File: src/rtl/rtlb_pkg.sv
package rtlb_pkg;
  // strobes issued by the control to the datapath for one cycle
  typedef struct packed {
    logic ins;
    logic purge;
    logic purgeAll;
  } tlbStrb_t;
endpackage

File: src/rtl/rtlb_ctrl.sv
module rtlb_ctrl
  import rtlb_pkg::*;
#(
  parameter int NUM_ENT = 16,
  localparam int IDX_W = $clog2(NUM_ENT)
) (
  input  logic               clk,
  input  logic               rstN,
  input  logic               insEn,
  input  logic               purgeEn,
  input  logic               purgeAllEn,
  input  logic [NUM_ENT-1:0] freeVec,
  output tlbStrb_t           strb,
  output logic [IDX_W-1:0]   victim
);
  logic [IDX_W-1:0] ptrQ;
  logic [IDX_W-1:0] firstFree;
  logic             anyFree;

  always_comb begin
    firstFree = '0;
    for (int i = NUM_ENT - 1; i >= 0; i--) begin
      if (freeVec[i]) firstFree = IDX_W'(i);
    end
  end

  assign anyFree = |freeVec;
  assign victim  = anyFree ? firstFree : ptrQ;

  always_comb begin
    strb.purgeAll = purgeAllEn;
    strb.purge    = purgeEn;
    strb.ins      = insEn & ~purgeEn & ~purgeAllEn;
  end

  always_ff @(posedge clk or negedge rstN) begin
    if (!rstN) begin
      ptrQ <= '0;
    end else if (strb.ins && !anyFree) begin
      if (ptrQ == IDX_W'(NUM_ENT - 1)) ptrQ <= '0;
      else                             ptrQ <= ptrQ + 1'b1;
    end
  end


  victim_free_chk: assert property (@(posedge clk) disable iff (!rstN)
    (strb.ins && (freeVec != '0)) |-> freeVec[victim]);
endmodule

File: src/rtl/rtlb_dp.sv
module rtlb_dp
  import rtlb_pkg::*;
#(
  parameter int NUM_ENT  = 16,
  parameter int RID_W    = 24,
  parameter int PPN_W    = 40,
  parameter int VA_W     = 64,
  parameter int RN_W     = 3,
  parameter int PG_SHIFT = 12,
  parameter int SZ_W     = 6,
  localparam int IDX_W   = $clog2(NUM_ENT),
  localparam int NUM_RR  = 1 << RN_W,
  localparam int OFF_W   = VA_W - RN_W,
  localparam int VPN_W   = OFF_W - PG_SHIFT
) (
  input  logic               clk,
  input  logic               rstN,
  input  tlbStrb_t           strb,
  input  logic [IDX_W-1:0]   victim,
  input  logic               rrWrEn,
  input  logic [RN_W-1:0]    rrWrIdx,
  input  logic [RID_W-1:0]   rrWrData,
  input  logic [VA_W-1:0]    lkVaddr,
  input  logic [VA_W-1:0]    insVaddr,
  input  logic [PPN_W-1:0]   insPpn,
  input  logic [VA_W-1:0]    purgeVaddr,
  input  logic [SZ_W-1:0]    purgeSize,
  output logic               lkHit,
  output logic [PPN_W-1:0]   lkPpn,
  output logic               lkHitQ,
  output logic [NUM_ENT-1:0] freeVec
);
  logic [RID_W-1:0]   rrQ   [NUM_RR];
  logic [NUM_ENT-1:0] validQ;
  logic [RID_W-1:0]   ridQ  [NUM_ENT];
  logic [VPN_W-1:0]   vpnQ  [NUM_ENT];
  logic [PPN_W-1:0]   ppnQ  [NUM_ENT];

  logic [RID_W-1:0]   lkRid, insRid, pgRid;
  logic [VPN_W-1:0]   lkVpn, insVpn, pgVpn, pgMask;
  logic [6:0]         szClamp, shAmt;
  logic [NUM_ENT-1:0] lkMatch, purgeHit;
  logic               unusedOk;

  assign unusedOk = ^{lkVaddr[PG_SHIFT-1:0], insVaddr[PG_SHIFT-1:0],
                      purgeVaddr[PG_SHIFT-1:0]};

  // region number only selects a register; it is never stored
  assign lkRid  = rrQ[lkVaddr[VA_W-1 -: RN_W]];
  assign insRid = rrQ[insVaddr[VA_W-1 -: RN_W]];
  assign pgRid  = rrQ[purgeVaddr[VA_W-1 -: RN_W]];
  assign lkVpn  = lkVaddr[OFF_W-1:PG_SHIFT];
  assign insVpn = insVaddr[OFF_W-1:PG_SHIFT];
  assign pgVpn  = purgeVaddr[OFF_W-1:PG_SHIFT];

  always_comb begin
    if (7'(purgeSize) < 7'(PG_SHIFT))   szClamp = 7'(PG_SHIFT);
    else if (7'(purgeSize) > 7'(OFF_W)) szClamp = 7'(OFF_W);
    else                                szClamp = 7'(purgeSize);
  end
  assign shAmt  = szClamp - 7'(PG_SHIFT);
  assign pgMask = {VPN_W{1'b1}} << shAmt;

  for (genvar e = 0; e < NUM_ENT; e++) begin : g_ent
    assign lkMatch[e]  = validQ[e] && (ridQ[e] == lkRid) && (vpnQ[e] == lkVpn);
    assign purgeHit[e] = validQ[e] && (ridQ[e] == pgRid) &&
                         (((vpnQ[e] ^ pgVpn) & pgMask) == '0);
  end

  assign lkHit   = |lkMatch;
  assign freeVec = ~validQ;

  always_comb begin
    lkPpn = '0;
    for (int i = NUM_ENT - 1; i >= 0; i--) begin
      if (lkMatch[i]) lkPpn = ppnQ[i];
    end
  end

  always_ff @(posedge clk or negedge rstN) begin
    if (!rstN) begin
      for (int r = 0; r < NUM_RR; r++) rrQ[r] <= '0;
    end else if (rrWrEn) begin
      rrQ[rrWrIdx] <= rrWrData;
    end
  end

  always_ff @(posedge clk or negedge rstN) begin
    if (!rstN) begin
      validQ <= '0;
      lkHitQ <= 1'b0;
    end else begin
      lkHitQ <= lkHit;
      if (strb.purgeAll)  validQ <= '0;
      else if (strb.purge) validQ <= validQ & ~purgeHit;
      else if (strb.ins)   validQ[victim] <= 1'b1;
    end
  end

  always_ff @(posedge clk) begin
    if (strb.ins) begin
      ridQ[victim] <= insRid;
      vpnQ[victim] <= insVpn;
      ppnQ[victim] <= insPpn;
    end
  end


  purge_all_clear_chk: assert property (@(posedge clk) disable iff (!rstN)
    strb.purgeAll |=> (validQ == '0));

  no_ins_on_purge_chk: assert property (@(posedge clk) disable iff (!rstN)
    (strb.purge || strb.purgeAll) |=> ((validQ & ~$past(validQ)) == '0));

  purge_clear_chk: assert property (@(posedge clk) disable iff (!rstN)
    strb.purge |=> ((validQ & $past(purgeHit)) == '0));

  ins_set_chk: assert property (@(posedge clk) disable iff (!rstN)
    strb.ins |=> validQ[$past(victim)]);

  lk_delay_chk: assert property (@(posedge clk) disable iff (!rstN)
    1'b1 |=> (lkHitQ == $past(lkHit)));
endmodule

File: src/rtl/region_tlb.sv
module region_tlb
  import rtlb_pkg::*;
#(
  parameter int NUM_ENT = 16,
  parameter int RID_W   = 24,
  parameter int PPN_W   = 40
) (
  input  logic             clk,
  input  logic             rstN,
  input  logic             rrWrEn,
  input  logic [2:0]       rrWrIdx,
  input  logic [RID_W-1:0] rrWrData,
  input  logic [63:0]      lkVaddr,
  output logic             lkHit,
  output logic [PPN_W-1:0] lkPpn,
  output logic             lkHitQ,
  input  logic             insEn,
  input  logic [63:0]      insVaddr,
  input  logic [PPN_W-1:0] insPpn,
  input  logic             purgeEn,
  input  logic [63:0]      purgeVaddr,
  input  logic [5:0]       purgeSize,
  input  logic             purgeAllEn
);
  localparam int IDX_W = $clog2(NUM_ENT);

  tlbStrb_t           strb;
  logic [IDX_W-1:0]   victim;
  logic [NUM_ENT-1:0] freeVec;

  rtlb_ctrl #(.NUM_ENT(NUM_ENT)) u_ctrl (
    .clk, .rstN, .insEn, .purgeEn, .purgeAllEn,
    .freeVec, .strb, .victim
  );

  rtlb_dp #(
    .NUM_ENT(NUM_ENT), .RID_W(RID_W), .PPN_W(PPN_W),
    .VA_W(64), .RN_W(3), .PG_SHIFT(12), .SZ_W(6)
  ) u_dp (
    .clk, .rstN, .strb, .victim,
    .rrWrEn, .rrWrIdx, .rrWrData,
    .lkVaddr, .insVaddr, .insPpn,
    .purgeVaddr, .purgeSize,
    .lkHit, .lkPpn, .lkHitQ, .freeVec
  );
endmodule

File: config.mk
export PLATFORM = sky130hd
export DESIGN_NAME = region_tlb
export DESIGN_NICKNAME = d
export VERILOG_FILES = /design/src/rtl/rtlb_pkg.sv /design/src/rtl/rtlb_ctrl.sv /design/src/rtl/rtlb_dp.sv /design/src/rtl/region_tlb.sv
export SDC_FILE = /design/constraint.sdc
export NUM_CORES = 2
export LEC_CHECK = 0
export ABC_CLOCK_PERIOD_IN_PS = 7970
export BUFFER_PORTS_ARGS = -buffer_cell sky130_fd_sc_hd__buf_4
export CAP_MARGIN = 20
export CORE_ASPECT_RATIO = 1.2
export CORE_UTILIZATION = 60
export CTS_CLUSTER_SIZE = 16
export DETAILED_ROUTE_END_ITERATION = 7
export HOLD_SLACK_MARGIN = 0.03
export PLACE_DENSITY_LB_ADDON = 0.08
export SLEW_MARGIN = 25
export SYNTH_ARGS = -nofsm -noshare
export SYNTH_HDL_FRONTEND = slang
export SYNTH_SLANG_ARGS = --single-unit
File: constraint.sdc
create_clock -name clk -period 7.97 [get_ports clk]
set_input_delay 0.797 -clock clk [delete_from_list [all_inputs] [get_ports clk]]
set_output_delay 0.797 -clock clk [all_outputs]
set_load 0.02 [all_outputs]
==> results of run 1 <==
Yosys cell counts (all sizes together) (55+ instances only):
| cell | instances | area, sq um |
|---|---|---|
| a2111oi | 79 | 733 |
| a21boi | 66 | 495 |
| a21oi | 85 | 425 |
| a221oi | 78 | 707 |
| a22oi | 64 | 485 |
| and3 | 75 | 469 |
| buf | 163 | 965 |
| clkbuf | 365 | 1370 |
| dfrtp | 213 | 5330 |
| edfxtp | 1808 | 54300 |
| inv | 141 | 529 |
| mux2 | 273 | 3090 |
| mux2i | 100 | 1000 |
| mux4 | 102 | 2300 |
| nand2 | 266 | 1010 |
| nand3 | 71 | 355 |
| nand4 | 214 | 1350 |
| nor2 | 178 | 678 |
| nor3 | 104 | 521 |
| nor4 | 232 | 1500 |
| o21ai | 201 | 1010 |
| o22ai | 329 | 2140 |
| or3 | 55 | 344 |
| xnor2 | 1241 | 10900 |
| xor2 | 876 | 7670 |
routing by layer:
metal  GRT overflow  GRT usage (%)
met4             55           71.1
met5              0           22.0
met3              1           56.9
met2             49           88.6
met1              0           75.6
repair_timing:
action / CTS
setup endpoints to repair: 0
hold buffers: 1
hold endpoints to repair: 68
cells by family after synthesis:
kind of cell / Yosys count / share of synthesized area [%]
DFF: 2021 / 57.2
xor gates and xnor gates: 2117 / 17.8
adders and majority gates: 4 / 0.0481
muxes: 475 / 6.13
and+or+nand+nor: 1367 / 7.21
buffers and inverters: 670 / 2.75
AOI/OAI and AO/OA: 1264 / 8.81
metrics by stage:
step | setup slack, ns | instance area [sq um] | util [%] | cells | hold WS [ns]
2_1_floorplan | 0.729 | 104000 | - | 7918 | 0.468
4_1_cts | 0.586 | 117000 | 68.0 | 10712 | 0.127
3_5_place_dp | 0.755 | 111000 | 64.2 | 10332 | 0.535
3_3_place_gp | 0.889 | 111000 | 64.1 | 10331 | 0.499
==> impl_metrics.toml, run 1 <==
[floorplanning]
row_count = 167
start_util_pct = 60.4
die_h_um = 458
ioPinCount = 313
die_width_um = 382

[synth]
syn_area_per_cell_sq_um = 13.2
yosys_register_bits = 2021
synthCells = 7918
ys_async_sr_fraction_pct = 10.5
ys_seq_area_share_pct = 57.2
synth_edf_count = 1808
synth_cell_type_count = 101
yosys_warnings = 0
netlist_area_sq_um = 104000
synthesis.nets = 8193
synthFlopType = "edfxtp_1"

[clock_tree]
htreeDepth = 4
cts_resized = 0
cts_setup_buffers = 0
cts_sinks = 2021
cts_root_buffer = "clkbuf_16"
clk_path_buf_depth = 3
cts_buffers = 201

[placement]
place.detailed.hpwl_mm = 385
portBuffers = 276
gp_congestion = 1.24

[grt]
grt_pass1_wl_mm = 857
grt_overflow = 105
grt_start_max_net_pins = 120
grt_pass1_vias = 93192
track_usage_pct = 73.1

[outcome]
status = "did not finish"
stop_error = "[ERROR GRT-0116] Global routing finished with congestion. Check the congestion regions in the DRC Viewer."
failing_step = "global routing"
==> inputs of run 2 (changes only) <==
- CORE_ASPECT_RATIO: 1.2 -> not set
- CORE_UTILIZATION: 60 -> 40
- CTS_CLUSTER_SIZE: 16 -> not set
- HOLD_SLACK_MARGIN: 0.03 -> not set
- PLACE_DENSITY_LB_ADDON: 0.08 -> 0.15
==> impl_metrics.toml, run 2 <==
[outcome]
status = "complete, no violations"

[grt]
grt_pass1_vias = 75508
track_usage_pct = 47.0
grt_overflow = 0
antenna_found_initial = 99
grt_pass1_wl_mm = 797
grt_start_max_net_pins = 115

[finish]
top_register = "u_dp.vpnQ"
drive_gt1_share_pct = 19.8
syn2layout_area_growth_pct = 16.8
nFillCells = 23254
nets = 8687
fin_util_pct = 47.2
final_common_cell = "edfxtp_1"
instances_no_fill = 12058
regArea_sq_um = 59600
multi_input_area_sq_um = 42900
final_cell_mix = "edfxtp_1 (1808), xnor2_1 (1218), xor2_1 (863)"
largest_reg_flops = 784
top_regs = "u_dp.vpnQ: 784 flops, u_dp.ppnQ: 640 flops, u_dp.ridQ: 384 flops"

[synth]
ys_seq_area_share_pct = 57.2
synth.area.top_cells = "edfxtp_1 (52%), xnor2_1 (10%), xor2_1 (7.4%), dfrtp_1 (5.1%), mux2_2 (2.8%)"
netlist.area_leader.share_pct = 52.1
synth_top_cell_by_area = "edfxtp_1"
synthFlopType = "edfxtp_1"
synthCells = 7918
synth_most_common_cell = "edfxtp_1"
synth_edf_count = 1808
syn_area_per_cell_sq_um = 13.2
netlist_area_sq_um = 104000
yosys_register_bits = 2021
synth_cell_type_count = 101
ys_async_sr_fraction_pct = 10.5
yosys_warnings = 0
synthesis.nets = 8193
ys_top_cells_by_count = "edfxtp_1 (1808), xnor2_1 (1241), xor2_1 (876), clkbuf_1 (364), o22ai_1 (318)"

[routing]
drc = 0
num_vias = 82743
drt_iter0_drc = 14561
ant_nets = 0
totalWireLength_mm = 628
viasPerCell = 6.86
dr.pass1.iters = 6
wl_per_cell_um = 52.0

[floorplanning]
dieArea_sq_um = 262000
row_count = 186
core-area_sq_um = 258000
die_width_um = 512
ioPinCount = 313
start_util_pct = 40.4
die_h_um = 512

[sta]
hold_violations = 0
worstMarginPinSlew_ns = 1.31
fin_tns_setup_ns = 0
drv_slew = 0
setup-violations-final = 0
fmax_mhz = 128
timing.final.crit_period_ns = 7.80
relSlewSlack_pct = 12.1
rsz0062_at_grt = "false"
fin_crit_sh_pct = 97.9
clock_skew_ns = 0.112

[critical_path]
worst_setup_path_end_kind = "output pin"
cp_max_fo = 13
r2r-start = "u_dp.vpnQ[1][9]"
cp_top_family = "simple AND/OR/NAND/NOR gates"
criticalPathCategory = "reg2out"
cpMostUsedCell = "buf_4"
cpMaxStageDelayCell = "xnor2_2"
cp-startpoint = "u_dp.vpnQ[1][9]"
start_kind = "flop"
cp_data_required_time_ns = 7.17
critPathArrivalTime_ns = 7.00
slowest_delay_ns = 1.03
regToRegSetupSlack_ns = 2.57
crit_chain = "xnor2_2 -> nand4_1 -> nor4_1 -> nand4_1 -> nor4_2 -> buf_4 -> and4_1 -> and4_2 -> buf_4 -> nand2_1 -> a21o_1 -> and3_1 -> a32oi_1 -> buf_4 -> buf_4"
worst-path-buf-inv = 4

[clock_tree]
clk_path_buf_depth = 3
cts_setup_buffers = 0
htreeDepth = 4
cts_sinks = 2021
cts_root_buffer = "clkbuf_16"
cts_tree = "built"
clock_latency_ns = 0.97
clkSlewWorstSetupHoldPaths_ns = 0.06
cts_buffers = 230

[job]
drv_cap = 0

[placement]
gp_congestion = 1.13
dp.cells = 11555
place.detailed.hpwl_mm = 444
portBuffers = 276

[min_path]
hold_class = "in2reg"
hold_path_startpoint = "rrWrData[5]"

[power_and_ir_drop]
total_power_mw = 29.8
p_per_area_nw_per_um2 = 245
p_leak_nw = 40.5
peakVddDrop_uv = 245
## run 2: cell counts after synthesis
No cell type changed its count.
## run 2: worst paths after layout
path | to | cells after the start
setup / recovery | lkPpn[24] | 15
setup reg to reg | u_dp.lkHitQ | 11
min in group asynchronous | u_dp.rrQ[100] | 2
hold reg to reg | u_dp.rrQ[22] | 1
max in group asynchronous | u_dp.rrQ[14] | 3
hold / removal | u_dp.rrQ[101] | 2
## run 2: repair_timing
action,CTS,global route
hold endpoints to repair,69,0
resized for setup,0,0
hold buffers,1,0
## run 2: stage by stage
step                      cell area, sq um  worst slack, ns  hold WS, ns
after global routing                121000            0.512        0.127
after global placement              113000            0.945        0.521
final                               122000            0.170        0.146
after CTS                           121000            0.711       0.0823
after floorplan                     104000            0.729        0.468
after detailed placement            113000            0.940        0.533
## run 2: layer usage
layer  wire length (um)  global-route usage, %  part of all wire [%]
met5                152                      0                 0.024
met4              59500                   36.5                   9.5
met3              77800                   15.7                    12
met2             255000                   65.4                    41
met1             235000                   59.8                    37
## run 2: cells by family after synthesis
kind of cell               count (synthesis)  synth area share, %
DFF                                     2021                 57.2
buffers and inverters                    670                 2.75
xor gates and xnor gates                2117                 17.8
and+or+nand+nor                         1367                 7.21
AOI/OAI and AO/OA                       1264                 8.81
muxes                                    475                 6.13
adders and majority gates                  4               0.0481
## run 2: report_power, final
part           leakage [nW]  total, mW  switching, mW  internal (mW)
clock network          3.72       11.0           4.84           6.17
registers              18.9       12.2          0.229           12.0
logic                  17.9       6.60           4.76           1.85
total                  40.5       29.8           9.82           20.0
## run 2: layout make-up
type | count | share of cell area (%)
Tap cell | 3384 | 3.48
Timing Repair Buffer | 790 | 5.33
Inverter | 142 | 0.438
Sequential cell | 2021 | 49.0
Antenna cell | 63 | 0.130
Clock buffer | 314 | 5.21
Multi-Input combinational cell | 5227 | 35.3
Clock inverter | 117 | 1.10
Power figures use the tool's default switching activity.
